[src/rtl/servo_pwm_pkg.sv]
package servo_pwm_pkg;

  // Strobes sent from the timing control to the pulse datapath
  typedef struct packed {
    logic tick;        // one prescaled count step
    logic frameStart;  // last cycle of a frame; the counter wraps at the next edge
  } pwmStrobes_t;

endpackage

[src/rtl/servo_pwm_ctrl.sv]
module servo_pwm_ctrl
  import servo_pwm_pkg::*;
#(
  parameter int PRESCALE     = 50,
  parameter int FRAME_COUNTS = 20000,
  parameter int CNT_W        = 15
) (
  input  logic             clk,
  input  logic             rstN,
  output pwmStrobes_t      strobes,
  output logic [CNT_W-1:0] frameCnt
);

  localparam int PRE_W = (PRESCALE > 1) ? $clog2(PRESCALE) : 1;
  localparam logic [CNT_W-1:0] LAST_CNT = CNT_W'(FRAME_COUNTS - 1);

  logic tick;

  generate
    if (PRESCALE > 1) begin : g_prescale
      logic [PRE_W-1:0] preCnt;
      always_ff @(posedge clk or negedge rstN) begin
        if (!rstN)      preCnt <= '0;
        else if (tick)  preCnt <= '0;
        else            preCnt <= preCnt + 1'b1;
      end
      assign tick = (preCnt == PRE_W'(PRESCALE - 1));
    end else begin : g_direct
      assign tick = 1'b1;
    end
  endgenerate

  always_ff @(posedge clk or negedge rstN) begin
    if (!rstN)                  frameCnt <= '0;
    else if (strobes.frameStart) frameCnt <= '0;
    else if (tick)              frameCnt <= frameCnt + 1'b1;
  end

  always_comb begin
    strobes.tick       = tick;
    strobes.frameStart = tick && (frameCnt == LAST_CNT);
  end


  cnt_range_chk: assert property (@(posedge clk) disable iff (!rstN)
    frameCnt <= LAST_CNT);


  frame_wrap_chk: assert property (@(posedge clk) disable iff (!rstN)
    strobes.frameStart |=> (frameCnt == '0));

endmodule

[src/rtl/servo_pwm_dp.sv]
module servo_pwm_dp
  import servo_pwm_pkg::*;
#(
  parameter int CNT_W         = 15,
  parameter int CCW_COUNTS    = 840,
  parameter int CW_COUNTS     = 1960,
  parameter int CENTER_COUNTS = 1400
) (
  input  logic             clk,
  input  logic             rstN,
  input  pwmStrobes_t      strobes,
  input  logic [CNT_W-1:0] frameCnt,
  input  logic             loadStb,
  input  logic [7:0]       posCmd,
  output logic             pwmOut
);

  localparam int SPAN   = CW_COUNTS - CCW_COUNTS;
  localparam int PROD_W = CNT_W + 8;
  localparam logic [CNT_W-1:0] MIN_W = CNT_W'(CCW_COUNTS);
  localparam logic [CNT_W-1:0] MAX_W = CNT_W'(CW_COUNTS);
  localparam logic [CNT_W-1:0] MID_W = CNT_W'(CENTER_COUNTS);

  logic [PROD_W-1:0] scaled, quot;
  logic [CNT_W-1:0]  mapped, clamped;
  logic [CNT_W-1:0]  shadowWidth, activeWidth;
  logic              pwmQ;

  // Linear map of the command onto the calibrated range, then clamp
  always_comb begin
    scaled = PROD_W'(SPAN) * PROD_W'(posCmd);
    quot   = scaled / PROD_W'(255);
    mapped = MIN_W + CNT_W'(quot);
    if (mapped < MIN_W)      clamped = MIN_W;
    else if (mapped > MAX_W) clamped = MAX_W;
    else                     clamped = mapped;
  end

  always_ff @(posedge clk or negedge rstN) begin
    if (!rstN)        shadowWidth <= MID_W;
    else if (loadStb) shadowWidth <= clamped;
  end

  // Width changes only at a frame boundary; a load in that same cycle is used directly
  always_ff @(posedge clk or negedge rstN) begin
    if (!rstN)                   activeWidth <= MID_W;
    else if (strobes.frameStart) activeWidth <= loadStb ? clamped : shadowWidth;
  end

  always_ff @(posedge clk or negedge rstN) begin
    if (!rstN) pwmQ <= 1'b0;
    else       pwmQ <= (frameCnt < activeWidth);
  end

  assign pwmOut = pwmQ;


  start_on_tick_chk: assert property (@(posedge clk) disable iff (!rstN)
    strobes.frameStart |-> strobes.tick);


  width_hold_chk: assert property (@(posedge clk) disable iff (!rstN)
    !strobes.frameStart |=> $stable(activeWidth));


  width_range_chk: assert property (@(posedge clk) disable iff (!rstN)
    (activeWidth >= MIN_W) && (activeWidth <= MAX_W));


  shadow_keep_chk: assert property (@(posedge clk) disable iff (!rstN)
    !loadStb |=> $stable(shadowWidth));


  ccw_map_chk: assert property (@(posedge clk) disable iff (!rstN)
    (loadStb && posCmd == 8'd0) |=> (shadowWidth == MIN_W));


  cw_map_chk: assert property (@(posedge clk) disable iff (!rstN)
    (loadStb && posCmd == 8'd255) |=> (shadowWidth == MAX_W));

endmodule

[src/rtl/servo_pwm.sv]
module servo_pwm
  import servo_pwm_pkg::*;
#(
  parameter int PRESCALE      = 50,
  parameter int FRAME_COUNTS  = 20000,
  parameter int CCW_COUNTS    = 840,
  parameter int CW_COUNTS     = 1960,
  parameter int CENTER_COUNTS = 1400
) (
  input  logic       clk,
  input  logic       rstN,
  input  logic [7:0] posCmd,
  input  logic       loadStb,
  output logic       pwmOut
);

  localparam int CNT_W = $clog2(FRAME_COUNTS + 1);

  pwmStrobes_t      strobes;
  logic [CNT_W-1:0] frameCnt;

  servo_pwm_ctrl #(
    .PRESCALE     (PRESCALE),
    .FRAME_COUNTS (FRAME_COUNTS),
    .CNT_W        (CNT_W)
  ) u_ctrl (
    .clk      (clk),
    .rstN     (rstN),
    .strobes  (strobes),
    .frameCnt (frameCnt)
  );

  servo_pwm_dp #(
    .CNT_W         (CNT_W),
    .CCW_COUNTS    (CCW_COUNTS),
    .CW_COUNTS     (CW_COUNTS),
    .CENTER_COUNTS (CENTER_COUNTS)
  ) u_dp (
    .clk      (clk),
    .rstN     (rstN),
    .strobes  (strobes),
    .frameCnt (frameCnt),
    .loadStb  (loadStb),
    .posCmd   (posCmd),
    .pwmOut   (pwmOut)
  );

endmodule

[config.mk]
export PLATFORM = sky130hd
export DESIGN_NAME = servo_pwm
export DESIGN_NICKNAME = d
export VERILOG_FILES = /design/src/rtl/servo_pwm_pkg.sv /design/src/rtl/servo_pwm_ctrl.sv /design/src/rtl/servo_pwm_dp.sv /design/src/rtl/servo_pwm.sv
export SDC_FILE = /design/constraint.sdc
export NUM_CORES = 1
export LEC_CHECK = 0
export BUFFER_PORTS_ARGS = -buffer_cell sky130_fd_sc_hd__buf_2
export CAP_MARGIN = 10
export CORE_ASPECT_RATIO = 0.6
export CORE_MARGIN = 2
export CORE_UTILIZATION = 45
export DETAILED_ROUTE_END_ITERATION = 16
export MAX_ROUTING_LAYER = met4
export SETUP_SLACK_MARGIN = 0.05
export SLEW_MARGIN = 25
export SYNTH_ARGS = -nofsm -noshare
export SYNTH_HDL_FRONTEND = slang
export SYNTH_SLANG_ARGS = --single-unit
export TNS_END_PERCENT = 20
[constraint.sdc]
create_clock -name clk -period 6.11 [get_ports clk]
set_input_delay 0.3055 -clock clk [delete_from_list [all_inputs] [get_ports clk]]
set_output_delay 0.3055 -clock clk [all_outputs]
set_load 0.005 [all_outputs]
* Yosys cells after proc, flatten, opt, wreduce, memory -nomap -nowiden
Index checks and enable logic that the tools add are counted.
Word-level totals: flip-flop bits (word level) 52, input bits 11, output and inout port bits 1, logic and storage cells 23
Operators by class: add/subtract/negate cells 3, multiply operators 1, div/mod/pow operators 1, magnitude comparators 3, equality and inequality tests 2, multiplexer cells 6, reductions and logical operators 2
Operators by type and width (number):
- two-way mux 15 bit | 5
- divider 19 x 8 -> 23 bit (second input constant) | 1
- adder 10 x 15 -> 15 bit (first input constant) | 1
- adder 15 x 1 -> 15 bit (second input constant) | 1
- equality test 15 bit (second input constant) | 1
- > comparator 15 x 11 -> 1 bit (second input constant) | 1
- less-than comparator 15 x 10 -> 1 bit (second input constant) | 1
- less-than comparator 15 bit | 1
- multiplier 6 x 8 -> 14 bit (first input constant) | 1
- adder 6 x 1 -> 6 bit (second input constant) | 1
- equality test 6 bit (second input constant) | 1
- two-way mux 6 bit | 1
- nonzero test 2 bit | 1
- logical AND 1 bit | 1

* Depth between registers and ports, before layout
Gate-level depths: netlist of run 1.
word-level depth 7, gate-level depth with buffers 48, mapped depth without buffers 42

* Modules after synthesis
A second synthesis of run 1 with hierarchy kept.
Second synthesis, totals: cells, all modules 914, area, all modules 7333.3 um^2
By module, submodules not included:
- servo_pwm_dp | instances 1, cells each 808, area each 6229.7 um^2
- servo_pwm_ctrl | instances 1, cells each 106, area each 1103.6 um^2

* Least setup slack after synthesis of run 1
Ideal clock, no wire load.
path kind input port to flip-flop, from in posCmd[6], to reg u_dp.activeWidth[9], setup time 0.125 ns, data arrival time 10.183 ns, setup slack -4.197 ns, stages 42, buffers on the path 3, path through ha_1 ha_1 inv_1 fa_1 inv_1 ha_1 a21oi_1 o221a_2 a21o_1 buf_6 or4_4 buf_6 nor3_4 nand2_2 a2111oi_4 o21ai_4 a211oi_2 nor2_1 [6 not listed] a2111o_1 a2111o_1 a2bb2o_4 a2111oi_1 nor2_1 ha_1 o211ai_1 o211ai_1 a21o_1 ha_1 a21oi_1 xnor2_1 nor4_1 mux2i_1 nor4b_1 a41o_1 a31oi_1 mux2_2
Between the ends: word-level cells in the longest chain between the ends 7
RTL lines:
- from (decl) | line servo_pwm.sv:12 | input logic [7:0] posCmd,
- multiplier 6 x 8 -> 14 bit (*) | line servo_pwm_dp.sv:31 | scaled = PROD_W'(SPAN) * PROD_W'(posCmd);
- divider 19 x 8 -> 23 bit (*) | line servo_pwm_dp.sv:32 | quot = scaled / PROD_W'(255);
- adder 10 x 15 -> 15 bit (*) | line servo_pwm_dp.sv:33 | mapped = MIN_W + CNT_W'(quot);
- > comparator 15 x 11 -> 1 bit | line servo_pwm_dp.sv:35 | else if (mapped > MAX_W) clamped = MAX_W;
- two-way mux 15 bit | line servo_pwm_dp.sv:35
- two-way mux 15 bit (*) | line servo_pwm_dp.sv:34 | if (mapped < MIN_W) clamped = MIN_W;
- two-way mux 15 bit (*) | line servo_pwm_dp.sv:47 | else if (strobes.frameStart) activeWidth <= loadStb ? clamped : shadowWidth;
- to (signal assigned) | line servo_pwm_dp.sv:47
- to (decl) | line servo_pwm_dp.sv:26 | logic [CNT_W-1:0] shadowWidth, activeWidth;
Mark *: on every way between the ends. The rest lies on a longest branch, timed or not. A chain may end at the register's enable or synchronous reset.

* Worst setup path after layout of run 1
from in posCmd[7], to reg u_dp.activeWidth[9]
The elaborated chain is that of the path after synthesis.

==> metrics.md, run 1 <==
| Metric | Value |
|---|---|
| Overall die width | 165 um |
| Initial detailed-routing violation count | around 910 |
| Max incr delay on CP | 0.51 ns |
| Number of placed instances, taps included | 1391 |
| Most common flop cell mapped by yosys | dfrtp_1 |
| Wire length on met3 | between 2000 and 3000 um |
| Smallest hold slack | 0.136 ns |
| Fraction of layout instances using a drive strength above 1 | 0.487 |
| Global route total overflow | 0 |
| Maximum ir drop on the vdd rail | approximately 0.00044 V |
| Warnings, synthesis | 0 |
| CP max-delay cell | fa_1 |
| Leakage power total | 5.00 nW |
| Wire length of the first global-routing pass | 44000 um |
| Skew final | 0.00540 ns |
| Clock tree from TritonCTS | built |
| Unrepaired setup endpoints after global routing | yes |
| Number of buffers between clock root and the deepest sink | 2 |
| Initial standard-cell utilization of the core | 0.459 |
| Clock transition at path regs | about 0.07 ns |
| Cell Pwr Density | approximately 570 mW/mm2 |
| Largest net degree at the start of global routing | 53 |
| Core Box Area | 0.0153 mm2 |
| Syn Std Cell Area | roughly 0.007 mm2 |
| Layout overhead on the synthesized area | 60.8% |
| Std-Cell Rows | 35 |
| Net count after synthesis | around 940 |
| Die outline height | 101 um |
| Detail Route met2 WL | 11600 um |
| Critical path capture point type | flip-flop |
| Post-route cell area | 0.0113 mm2 |
| Synthesized instance count | 870 |
| Port Buffers | 11 |
| Most repeated library cell on the critical path | buf_4 |
| Violations in the final reports | negative setup slack |
| Proportion of synthesized flip-flops having asynchronous set or reset | 1.00 |
| Fin worst setup slack | -3.80 ns |
| Startpoint Class | input pin |
| Clock net sink count | 52 |
| Actual transition at the worst max-transition pin | 0.683 ns |
| Synth cell count leaders | nor2_1 (87), nand2_1 (72), ha_1 (51) |
| Post-Route WL | 29000 um |
| Number of enable flip-flop cells after synthesis | 0 |
| Highest metal layer with signal wires | met4 |
| DP HPWL | between 20000 and 25000 um |
| Final nets | 1320 |
| Max-cap check violation count | 0 |
| Met1 Routed Length | 14300 um |
| Area contributors post-synth | dfrtp_1 (14%), ha_1 (9.1%), nor2_1 (4.7%) |
| Routed length per placed instance | 19.9 um |
| Final slew viol count | 0 |
| Arrival time of the worst setup path | 10.10 ns |
| Post-placement cell area | 0.00991 mm2 |
| Outcome | finished with violations |
| Number of global-route vias before repair | between 8000 and 9000 |
| Area share of the leading cell type in the synthesized netlist | 0.143 |
| Later-pin clock latency in the skew report | 0.30 ns |
| Area of the die | 0.0166 mm2 |
| Top cell type by total area after synthesis | dfrtp_1 |
| Number of antenna-violating nets in the routed design | 0 |
| Number of antenna violations at the first check in global routing | 0 |
| Timing-limited maximum frequency | 0.101 GHz |
| TritonCTS buffer count | 5 |
| Worst hold path type | input pin to async pin |
| Period minus WS final | approximately 10 ns |
| Total routing usage reported by global routing | 0.349 |
| Final Hold Fails | 0 |
| Sequential cell area fraction in the yosys report | 0.188 |
| Final worst-path cycle share | 1.62 |
| Post-place setup slack | -4.00 ns |
| Ports placed on the boundary | 12 |
| Data required, critical path | 6.30 ns |
| Worst setup path class | input pin to flip-flop |
| CTS root buffer | clkbuf_16 |
| Via count normalized by instance count | 6.02 |
| Number of cells in the finished layout apart from fillers | 1458 |
| Utilization of the core after routing | 0.737 |
| Global placer's final weighted congestion | 1.02 |
| Vias post-DR | 8783 |
| Tightest slew margin relative to the limit | 0.543 |
| Number of flip-flops and latches in the synthesized netlist | 52 |
| Number of optimization iterations in the first detailed-route pass | 6 |
| Synthesized area per cell | 8.06 um2 |
| Drt drc | 0 |
| Count of endpoints failing setup in the final report | 22 |
| H-tree Lvls | 2 |
| Depth of the worst register-to-register path | 9 |
| Top-count cell post-synth | nor2_1 |
| Count of antenna diodes in the layout | 0 |
| Worst Path Max Fanout | 7 |
| CTS Hold Buffers Added | 0 |
| Number of distinct library cell variants in the gate-level netlist after synthesis | 105 |
==> sequential cells by signal (all words and copies together), names as in the netlist <==
| register | flops |
|---|---|
| u_ctrl.frameCnt | 15 |
| u_dp.shadowWidth | 15 |
| u_dp.pwmOut | 1 |
| u_dp.activeWidth | 15 |
| u_ctrl.g_prescale.preCnt | 6 |
==> final timing paths <==
check                                                 start                    to  slack, ns
worst max-delay path                              posCmd[7]   u_dp.activeWidth[9]      -3.80
worst min-delay path                                   rstN           u_dp.pwmOut       0.14
worst max register to register  u_ctrl.g_prescale.preCnt[1]   u_dp.activeWidth[1]       3.18
worst min register to register         u_dp.shadowWidth[10]  u_dp.shadowWidth[10]       0.50
max in group asynchronous                              rstN   u_dp.shadowWidth[1]       5.52
min in group clk                                    loadStb  u_dp.shadowWidth[10]       0.39
==> cell families after synthesis <==
kind of cell | count (synthesis) | synth area share
and+or+nand+nor | 342 | 0.263
DFF | 52 | 0.188
adders and majority gates | 55 | 0.102
muxes | 23 | 0.0359
xor gates and xnor gates | 47 | 0.0587
buffers and inverters | 73 | 0.0450
AOI/OAI and AO/OA | 278 | 0.308
==> area by class of cell <==
| cell class | count | area (um2) |
|---|---|---|
| clock buffers | 6 | 129 |
| multi-input cells | 746 | 6250 |
| inverters | 43 | 161 |
| fillers | 1176 | 4010 |
| well taps | 203 | 254 |
| repair buffers | 406 | 3120 |
| clock inverters | 2 | 38.8 |
| flip-flops and latches | 52 | 1320 |
==> worst max-delay path: cells and delay by family <==
kind                       cells  cell delay (ns)
buffers and inverters         13             1.58
adders and majority gates      5             1.48
muxes                          1             0.26
AOI/OAI and AO/OA             18             4.48
and+or+nand+nor                9             1.96
==> layer usage <==
layer / GRT usage / vias up
li1: - / 4089
met1: 0.526 / 4282
met2: 0.467 / 382
met3: 0.0901 / 30
met4: 0.0542 / 0
met5: - / -
==> layout by cell type (no fill, tap or decap), types with 18 or more instances in the layout <==
master / Yosys / routed
nand4_1: 18 / 18
o21ai_0: 43 / 40
nand3_1: 32 / 29
nor2_1: 87 / 78
inv_1: 41 / 39
xnor2_1: 29 / 23
a21oi_1: 46 / 37
ha_1: 51 / 42
buf_6: 4 / 20
nand2_1: 72 / 68
dfrtp_1: 40 / 40
buf_4: 2 / 375
==> stage by stage <==
step | TNS [ns] | power, mW
finish | -80.30 | 6.40
global route | -86.58 | 6.78
CTS | -73.31 | 5.76
detailed placement | -82.97 | 5.12
global placement | -78.34 | 4.99
floorplan | -73.17 | 2.82
==> where the power goes <==
group / internal, mW / total [mW] / switching [mW]
Clock: 0.195 / 0.332 / 0.137
Sequential: 0.396 / 0.407 / 0.0112
Combinational: 2.81 / 5.66 / 2.85
==> timing repair <==
item,4_1_cts,5_1_grt
resized for setup,56,92
pin swaps,34,53
setup buffers,34,24
gates cloned,1,1
endpoints found under the setup margin,22,22
No activity file was read; power rests on OpenSTA's default activity.
==> inputs of run 2 (changes only) <==
--- a/config.mk
+++ b/config.mk
@@ -5,7 +5,7 @@
 export SDC_FILE = /design/constraint.sdc
 export NUM_CORES = 1
 export LEC_CHECK = 0
-export BUFFER_PORTS_ARGS = -buffer_cell sky130_fd_sc_hd__buf_2
+export BUFFER_PORTS_ARGS = -buffer_cell sky130_fd_sc_hd__buf_4
 export CAP_MARGIN = 10
 export CORE_ASPECT_RATIO = 0.6
 export CORE_MARGIN = 2
==> run 2 against run 1 <==
The flow still finishes with violations (negative setup slack). Setup slack better by 0.24 ns. Clock skew up 0.0015 ns. Cell count down 4.3%. Core utilization down 3.9 points. Global-route usage down 1.0 points. Die area unchanged. Critical endpoint unchanged. Largest power group unchanged.
==> metrics.md, run 2 (synthesized netlist as in run 1, its figures left out) <==
| Metric | Value |
|---|---|
| Outcome | finished with violations |
| Violations in the final reports | negative setup slack |
| Final worst-path cycle share | 1.58 (-0.0388) |
| Largest net degree at the start of global routing | 53 (unchanged) |
| Max-cap check violation count | 0 (unchanged) |
| Skew final | 0.00686 ns (+0.00146 ns) |
| Count of endpoints failing setup in the final report | 22 (unchanged) |
| Highest-count cells in the layout ignoring fill and taps | buf_4 (332), nor2_1 (82), nand2_1 (68) |
| Layout overhead on the synthesized area | 52.2% |
| Clock transition at path regs | 0.07 ns (about the same) |
| Port Buffers | 11 (unchanged) |
| CTS Hold Buffers Added | 0 (unchanged) |
| Period minus WS final | 9.67 ns (-0.237 ns) |
| Depth of the worst register-to-register path | 9 (unchanged) |
| Setup slack on the worst flop-to-flop path | 3.13 ns (-0.05 ns) |
| Leakage power total | 4.68 nW (-6.4%) |
| Worst hold path type | input pin to async pin |
| DP HPWL | 22000 um (-0.78%) |
| Initial standard-cell utilization of the core | 0.459 (unchanged) |
| Reg2reg end | u_dp.activeWidth[9] |
| Number of antenna violations at the first check in global routing | 0 (unchanged) |
| Timing-limited maximum frequency | 0.103 GHz (+2.5%) |
| CTS root buffer | clkbuf_16 |
| Vias post-DR | 8460 (-3.7%) |
| Maximum ir drop on the vdd rail | 0.000471 V (+6.3%) |
| Area of the die | 0.0166 mm2 (unchanged) |
| Initial detailed-routing violation count | 875 (-4.0%) |
| Setup TNS | -74.37 ns (+5.92 ns) |
| Clock tree from TritonCTS | built |
| Capturing instance or port of the critical path | u_dp.activeWidth[9] |
| Overall die width | 165 um (unchanged) |
| Most common library cell in the layout ignoring fill and taps | buf_4 |
| Final nets | 1257 (-4.8%) |
| H-tree Lvls | 2 (unchanged) |
| Tightest slew margin relative to the limit | 0.531 (-0.0115) |
| Crit path launch | posCmd[7] |
| Data required, critical path | 6.30 ns (about the same) |
| Most repeated library cell on the critical path | ha_4 |
| Wire length of the first global-routing pass | 42700 um (-3.0%) |
| Global placer's final weighted congestion | 1.05 (+2.5%) |
| Final Hold Fails | 0 (unchanged) |
| Post-placement cell area | 0.00970 mm2 (-2.1%) |
| Number of buffers between clock root and the deepest sink | 2 (unchanged) |
| Critical path capture point type | flip-flop |
| Die outline height | 101 um (unchanged) |
| Max incr delay on CP | 0.63 ns (+0.12 ns) |
| Std-Cell Rows | 35 (unchanged) |
| Global route total overflow | 0 (unchanged) |
| Cell Pwr Density | 572 mW/mm2 (+0.69%) |
| Startpoint Class | input pin |
| Count of antenna diodes in the layout | 0 (unchanged) |
| Number of global-route vias before repair | 8012 (-2.6%) |
| Unrepaired setup endpoints after global routing | yes |
| Drt drc | 0 (unchanged) |
| Clock net sink count | 52 (unchanged) |
| Worst setup path class | input pin to flip-flop |
| Worst Path Max Fanout | 6 (-1) |
| Number of optimization iterations in the first detailed-route pass | 6 (unchanged) |
| Number of cells in the finished layout apart from fillers | 1395 (-4.3%) |
| CP max-delay cell | or4_4 |
| Fin worst setup slack | -3.56 ns (+0.237 ns) |
| Number of antenna-violating nets in the routed design | 0 (unchanged) |
| Number of placed instances, taps included | 1359 (-2.3%) |
| Core Box Area | 0.0153 mm2 (unchanged) |
| Routed length per placed instance | 19.6 um (-1.7%) |
| Post-route cell area | 0.0107 mm2 (-5.3%) |
| Ports placed on the boundary | 12 (unchanged) |
| Via count normalized by instance count | 6.06 (+0.67%) |
| Post-place setup slack | -4.13 ns (-0.130 ns) |
| Actual transition at the worst max-transition pin | 0.697 ns (+0.0146 ns) |
| Post-Route WL | 27300 um (-5.9%) |
| Final slew viol count | 0 (unchanged) |
| Later-pin clock latency in the skew report | 0.30 ns (about the same) |
| TritonCTS buffer count | 5 (unchanged) |
| Largest registers | u_ctrl.frameCnt (15), u_dp.activeWidth (15), u_dp.shadowWidth (15) |
| Number of filler cells placed in the layout | 1219 (+3.7%) |
| Total routing usage reported by global routing | 0.339 (-0.0101) |
| Fraction of layout instances using a drive strength above 1 | 0.449 (-0.0380) |
| Critical R2R Launch | u_ctrl.g_prescale.preCnt[1] |
| Arrival time of the worst setup path | 9.86 ns (-0.24 ns) |
[run 2: cell types whose count changed in the layout (fill, tap and decap cells not counted), sizes merged]
cell / delta
buf: -62
bufinv: -1
clkbuf: -1
clkinv: +1
clkinvlp: +1
o311a: -1
[run 2: layer usage]
layer | vias up | GRT usage | routed length (um)
li1 | 3957 | - | -
met1 | 4094 | 0.515 | 13500
met2 | 373 | 0.457 | 10800
met3 | 36 | 0.0835 | 2690
met4 | 0 | 0.0408 | 237
met5 | - | - | 0
[run 2: timing repair]
item,4_1_cts,5_1_grt
pin swaps,28,29
gates cloned,0,1
buffers inserted,14,14
gates resized for setup,60,58
endpoints found under the setup margin,22,22
[run 2: how the worst min path moves through the flow]
| stage | from | to | slack, ns | cells past startpoint |
|---|---|---|---|---|
| 2_1_floorplan | rstN | u_ctrl.frameCnt[0] | 0.01 | 0 |
| 3_3_place_gp | rstN | u_dp.pwmOut | 0.37 | 1 |
| 3_5_place_dp | rstN | u_dp.pwmOut | 0.38 | 1 |
| 4_1_cts | rstN | u_dp.pwmOut | 0.06 | 1 |
| 5_1_grt | rstN | u_dp.pwmOut | 0.09 | 1 |
| 6_report | rstN | u_dp.pwmOut | 0.04 | 1 |
[run 2: per-stage QoR]
step / hold WS [ns] / power [mW] / utilization
5_1_grt: 0.0918 / 6.48 / 0.698
3_3_place_gp: 0.373 / 4.83 / 0.635
4_1_cts: 0.0606 / 5.46 / 0.671
3_5_place_dp: 0.382 / 4.90 / 0.635
6_report: 0.0358 / 6.10 / 0.698
2_1_floorplan: 0.00991 / 2.82 / -
[run 2: power breakdown]
| part | leakage, nW | switching [mW] | internal, mW |
|---|---|---|---|
| registers | 0.641 | 0.0100 | 0.396 |
| clock network | 0.0702 | 0.137 | 0.153 |
| logic | 3.97 | 2.76 | 2.65 |
| total | 4.68 | 2.91 | 3.19 |
[run 2: layout make-up]
type | instances | area (um2) | area share
sequential | 52 | 1320 | 0.123
timing repair buffer | 344 | 2650 | 0.249
multi-input combinational | 745 | 6140 | 0.575
inverter | 43 | 161 | 0.0151
clock inverter | 3 | 21.3 | 0.00199
clock buffer | 5 | 125 | 0.0117
tap | 203 | 254 | 0.0238
[run 2: worst max-delay path: cells and delay by family]
family          cells  cell delay (ns)
compound gates     16             3.77
simple gates        9             2.26
fa+ha+maj           6             1.87
buf+inv             8             1.05
mux                 2             0.40
xor+xnor            2             0.20
==> inputs of run 3 (changes only) <==
--- a/config.mk
+++ b/config.mk
@@ -7,12 +7,16 @@
 export LEC_CHECK = 0
 export BUFFER_PORTS_ARGS = -buffer_cell sky130_fd_sc_hd__buf_4
 export CAP_MARGIN = 10
+export CELL_PAD_IN_SITES_DETAIL_PLACEMENT = 1
+export CELL_PAD_IN_SITES_GLOBAL_PLACEMENT = 2
 export CORE_ASPECT_RATIO = 0.6
 export CORE_MARGIN = 2
-export CORE_UTILIZATION = 45
+export CORE_UTILIZATION = 43
 export DETAILED_ROUTE_END_ITERATION = 16
 export MAX_ROUTING_LAYER = met4
+export PLACE_DENSITY_LB_ADDON = 0.1
 export SETUP_SLACK_MARGIN = 0.05
+export SKIP_CTS_REPAIR_TIMING = 1
 export SLEW_MARGIN = 25
 export SYNTH_ARGS = -nofsm -noshare
 export SYNTH_HDL_FRONTEND = slang
==> run 3 against run 2 <==
Routed wire length rose by 52%. Count of clock-buffer cells in the layout stayed put. Hold slack worse by 0.012 ns. Power is 13% higher. Die area up 4.5%. Global-route usage increased by 4.3 points. The run still ends with negative setup slack left. Sequential share of layout area decreased by 0.30 points.
==> metrics.md, run 3 (synthesized netlist as in run 1, its figures left out) <==
| Metric | Value |
|---|---|
| Outcome | finished with violations |
| Violations in the final reports | negative setup slack |
| Number of antenna-violating nets in the routed design | 0 (unchanged) |
| Data required, critical path | 6.31 ns (about the same) |
| Global route total overflow | 0 (unchanged) |
| CTS root buffer | clkbuf_16 |
| Actual transition at the worst max-transition pin | 0.801 ns (+0.103 ns) |
| Utilization of the core after routing | 0.680 (-0.0181) |
| Number of antenna violations at the first check in global routing | 0 (unchanged) |
| Crit path launch | posCmd[5] |
| Clock transition at path regs | 0.08 ns (about the same) |
| Period minus WS final | 10.97 ns (+1.30 ns) |
| Largest registers | u_ctrl.frameCnt (15), u_dp.activeWidth (15), u_dp.shadowWidth (15) |
| Max incr delay on CP | 0.66 ns (+0.03 ns) |
| Overall power of the completed layout | 6.91 mW (+13%) |
| Fin worst setup slack | -4.86 ns (-1.30 ns) |
| Ports placed on the boundary | 12 (unchanged) |
| Initial detailed-routing violation count | 1306 (+49%) |
| Number of optimization iterations in the first detailed-route pass | 5 (-1) |
| Final worst-path cycle share | 1.80 (+0.213) |
| Final slew viol count | 0 (unchanged) |
| Worst Path Max Fanout | 6 (unchanged) |
| Critical R2R Launch | u_ctrl.frameCnt[1] |
| Final Hold Fails | 0 (unchanged) |
| Maximum ir drop on the vdd rail | 0.000670 V (+42%) |
| Skew final | 0.00834 ns (+0.00148 ns) |
| Startpoint Class | input pin |
| Cell Pwr Density | 632 mW/mm2 (+11%) |
| Vias post-DR | 9914 (+17%) |
| Clock tree from TritonCTS | built |
| Count of antenna diodes in the layout | 0 (unchanged) |
| Drt drc | 0 (unchanged) |
| Final nets | 1285 (+2.2%) |
| Most repeated library cell on the critical path | buf_4 |
| Clock net sink count | 52 (unchanged) |
| Tightest slew margin relative to the limit | 0.466 (-0.0657) |
| Wire length of the first global-routing pass | 50200 um (+17%) |
| Overall die width | 169 um (+2.2%) |
| Fraction of layout instances using a drive strength above 1 | 0.458 (+0.00937) |
| Total routing usage reported by global routing | 0.382 (+0.0431) |
| Leakage power total | 4.80 nW (+2.7%) |
| Via count normalized by instance count | 6.94 (+14%) |
| Count of endpoints failing setup in the final report | 22 (unchanged) |
| Arrival time of the worst setup path | 11.17 ns (+1.31 ns) |
| Post-Route WL | 41400 um (+52%) |
| Initial standard-cell utilization of the core | 0.436 (-0.0227) |
| Timing-limited maximum frequency | 0.0911 GHz (-12%) |
| Global placer's final weighted congestion | 1.02 (-2.8%) |
| Unrepaired setup endpoints after global routing | yes |
| Most common library cell in the layout ignoring fill and taps | buf_4 |
| Port Buffers | 11 (unchanged) |
| Worst setup path class | input pin to flip-flop |
| Highest-count cells in the layout ignoring fill and taps | buf_4 (360), nor2_1 (81), nand2_1 (67) |
| Critical path capture point type | flip-flop |
| H-tree Lvls | 2 (unchanged) |
| TritonCTS buffer count | 5 (unchanged) |
| Routed length per placed instance | 28.9 um (+48%) |
| Worst hold path type | input pin to async pin |
| Number of buffers between clock root and the deepest sink | 2 (unchanged) |
| CP max-delay cell | or4_4 |
| Setup slack on the worst flop-to-flop path | 2.87 ns (-0.26 ns) |
| Std-Cell Rows | 36 (+2.9%) |
| Max-cap check violation count | 0 (unchanged) |
| Number of global-route vias before repair | 9172 (+14%) |
| Later-pin clock latency in the skew report | 0.31 ns (about the same) |
| Core Box Area | 0.0161 mm2 (+5.2%) |
| Layout overhead on the synthesized area | 56.0% |
| Largest net degree at the start of global routing | 53 (unchanged) |
| DP HPWL | 26300 um (+20%) |
| Area of the die | 0.0174 mm2 (+4.5%) |
| Die outline height | 103 um (+2.2%) |
[run 3: cell count changes in the layout (fill, tap and decap cells not counted), moves of 3 or more]
cell and delta:
xnor2_2 -3, ha_4 +3, ha_2 -4, buf_4 +28, nand3_4 -3, o2111ai_4 +3, nand3_1 +3
[run 3: layout make-up]
type,count,area (um2)
multi-input cells,745,6160
fillers,1867,5150
repair buffers,372,2860
flip-flops and latches,52,1320
well taps,209,262
inverters,43,161
clock buffers,5,125
clock inverters,3,46.3
[run 3: power by group]
group	total (mW)	internal, mW	switching (mW)
Combinational	6.16	2.74	3.42
Clock	0.342	0.196	0.146
Sequential	0.411	0.396	0.0154
[run 3: critical path: cells and delay by family]
family          cells  cell delay (ns)
fa+ha+maj           6             1.67
buf+inv             8             1.32
mux                 3             0.79
compound gates     19             4.67
simple gates        7             1.86
xor+xnor            2             0.49
[run 3: per-layer routing]
layer / GRT usage / routed length, um / vias up
li1: - / - / 4019
met3: 0.0879 / 4230 / 250
met1: 0.519 / 16400 / 4872
met5: - / 0 / -
met4: 0.0829 / 2280 / 0
met2: 0.581 / 18400 / 773
[run 3: through the flow]
stage                     hold slack (ns)  TNS (ns)  instances  setup WS, ns  instance area [um2]
after floorplan                   0.00991    -73.17        870         -3.54                 7210
after global placement              0.364    -82.21       1388         -3.92                 9890
after detailed placement            0.390    -92.34       1388         -4.41                 9890
after CTS                          0.0620    -88.15       1396         -4.31                10100
after global routing               0.0820   -100.76       1429         -4.95                10900
final                              0.0235    -99.15       1429         -4.86                10900
[run 3: path summary, 6_finish.rpt]
| check | endpoint | depth (start not counted) |
|---|---|---|
| worst max-delay path | u_dp.activeWidth[9] | 45 |
| worst min-delay path | u_ctrl.frameCnt[3] | 1 |
| worst max register to register | u_dp.pwmOut | 19 |
| worst min register to register | u_dp.activeWidth[14] | 1 |
| max in group asynchronous | u_ctrl.g_prescale.preCnt[4] | 1 |
| min in group clk | u_dp.shadowWidth[10] | 2 |
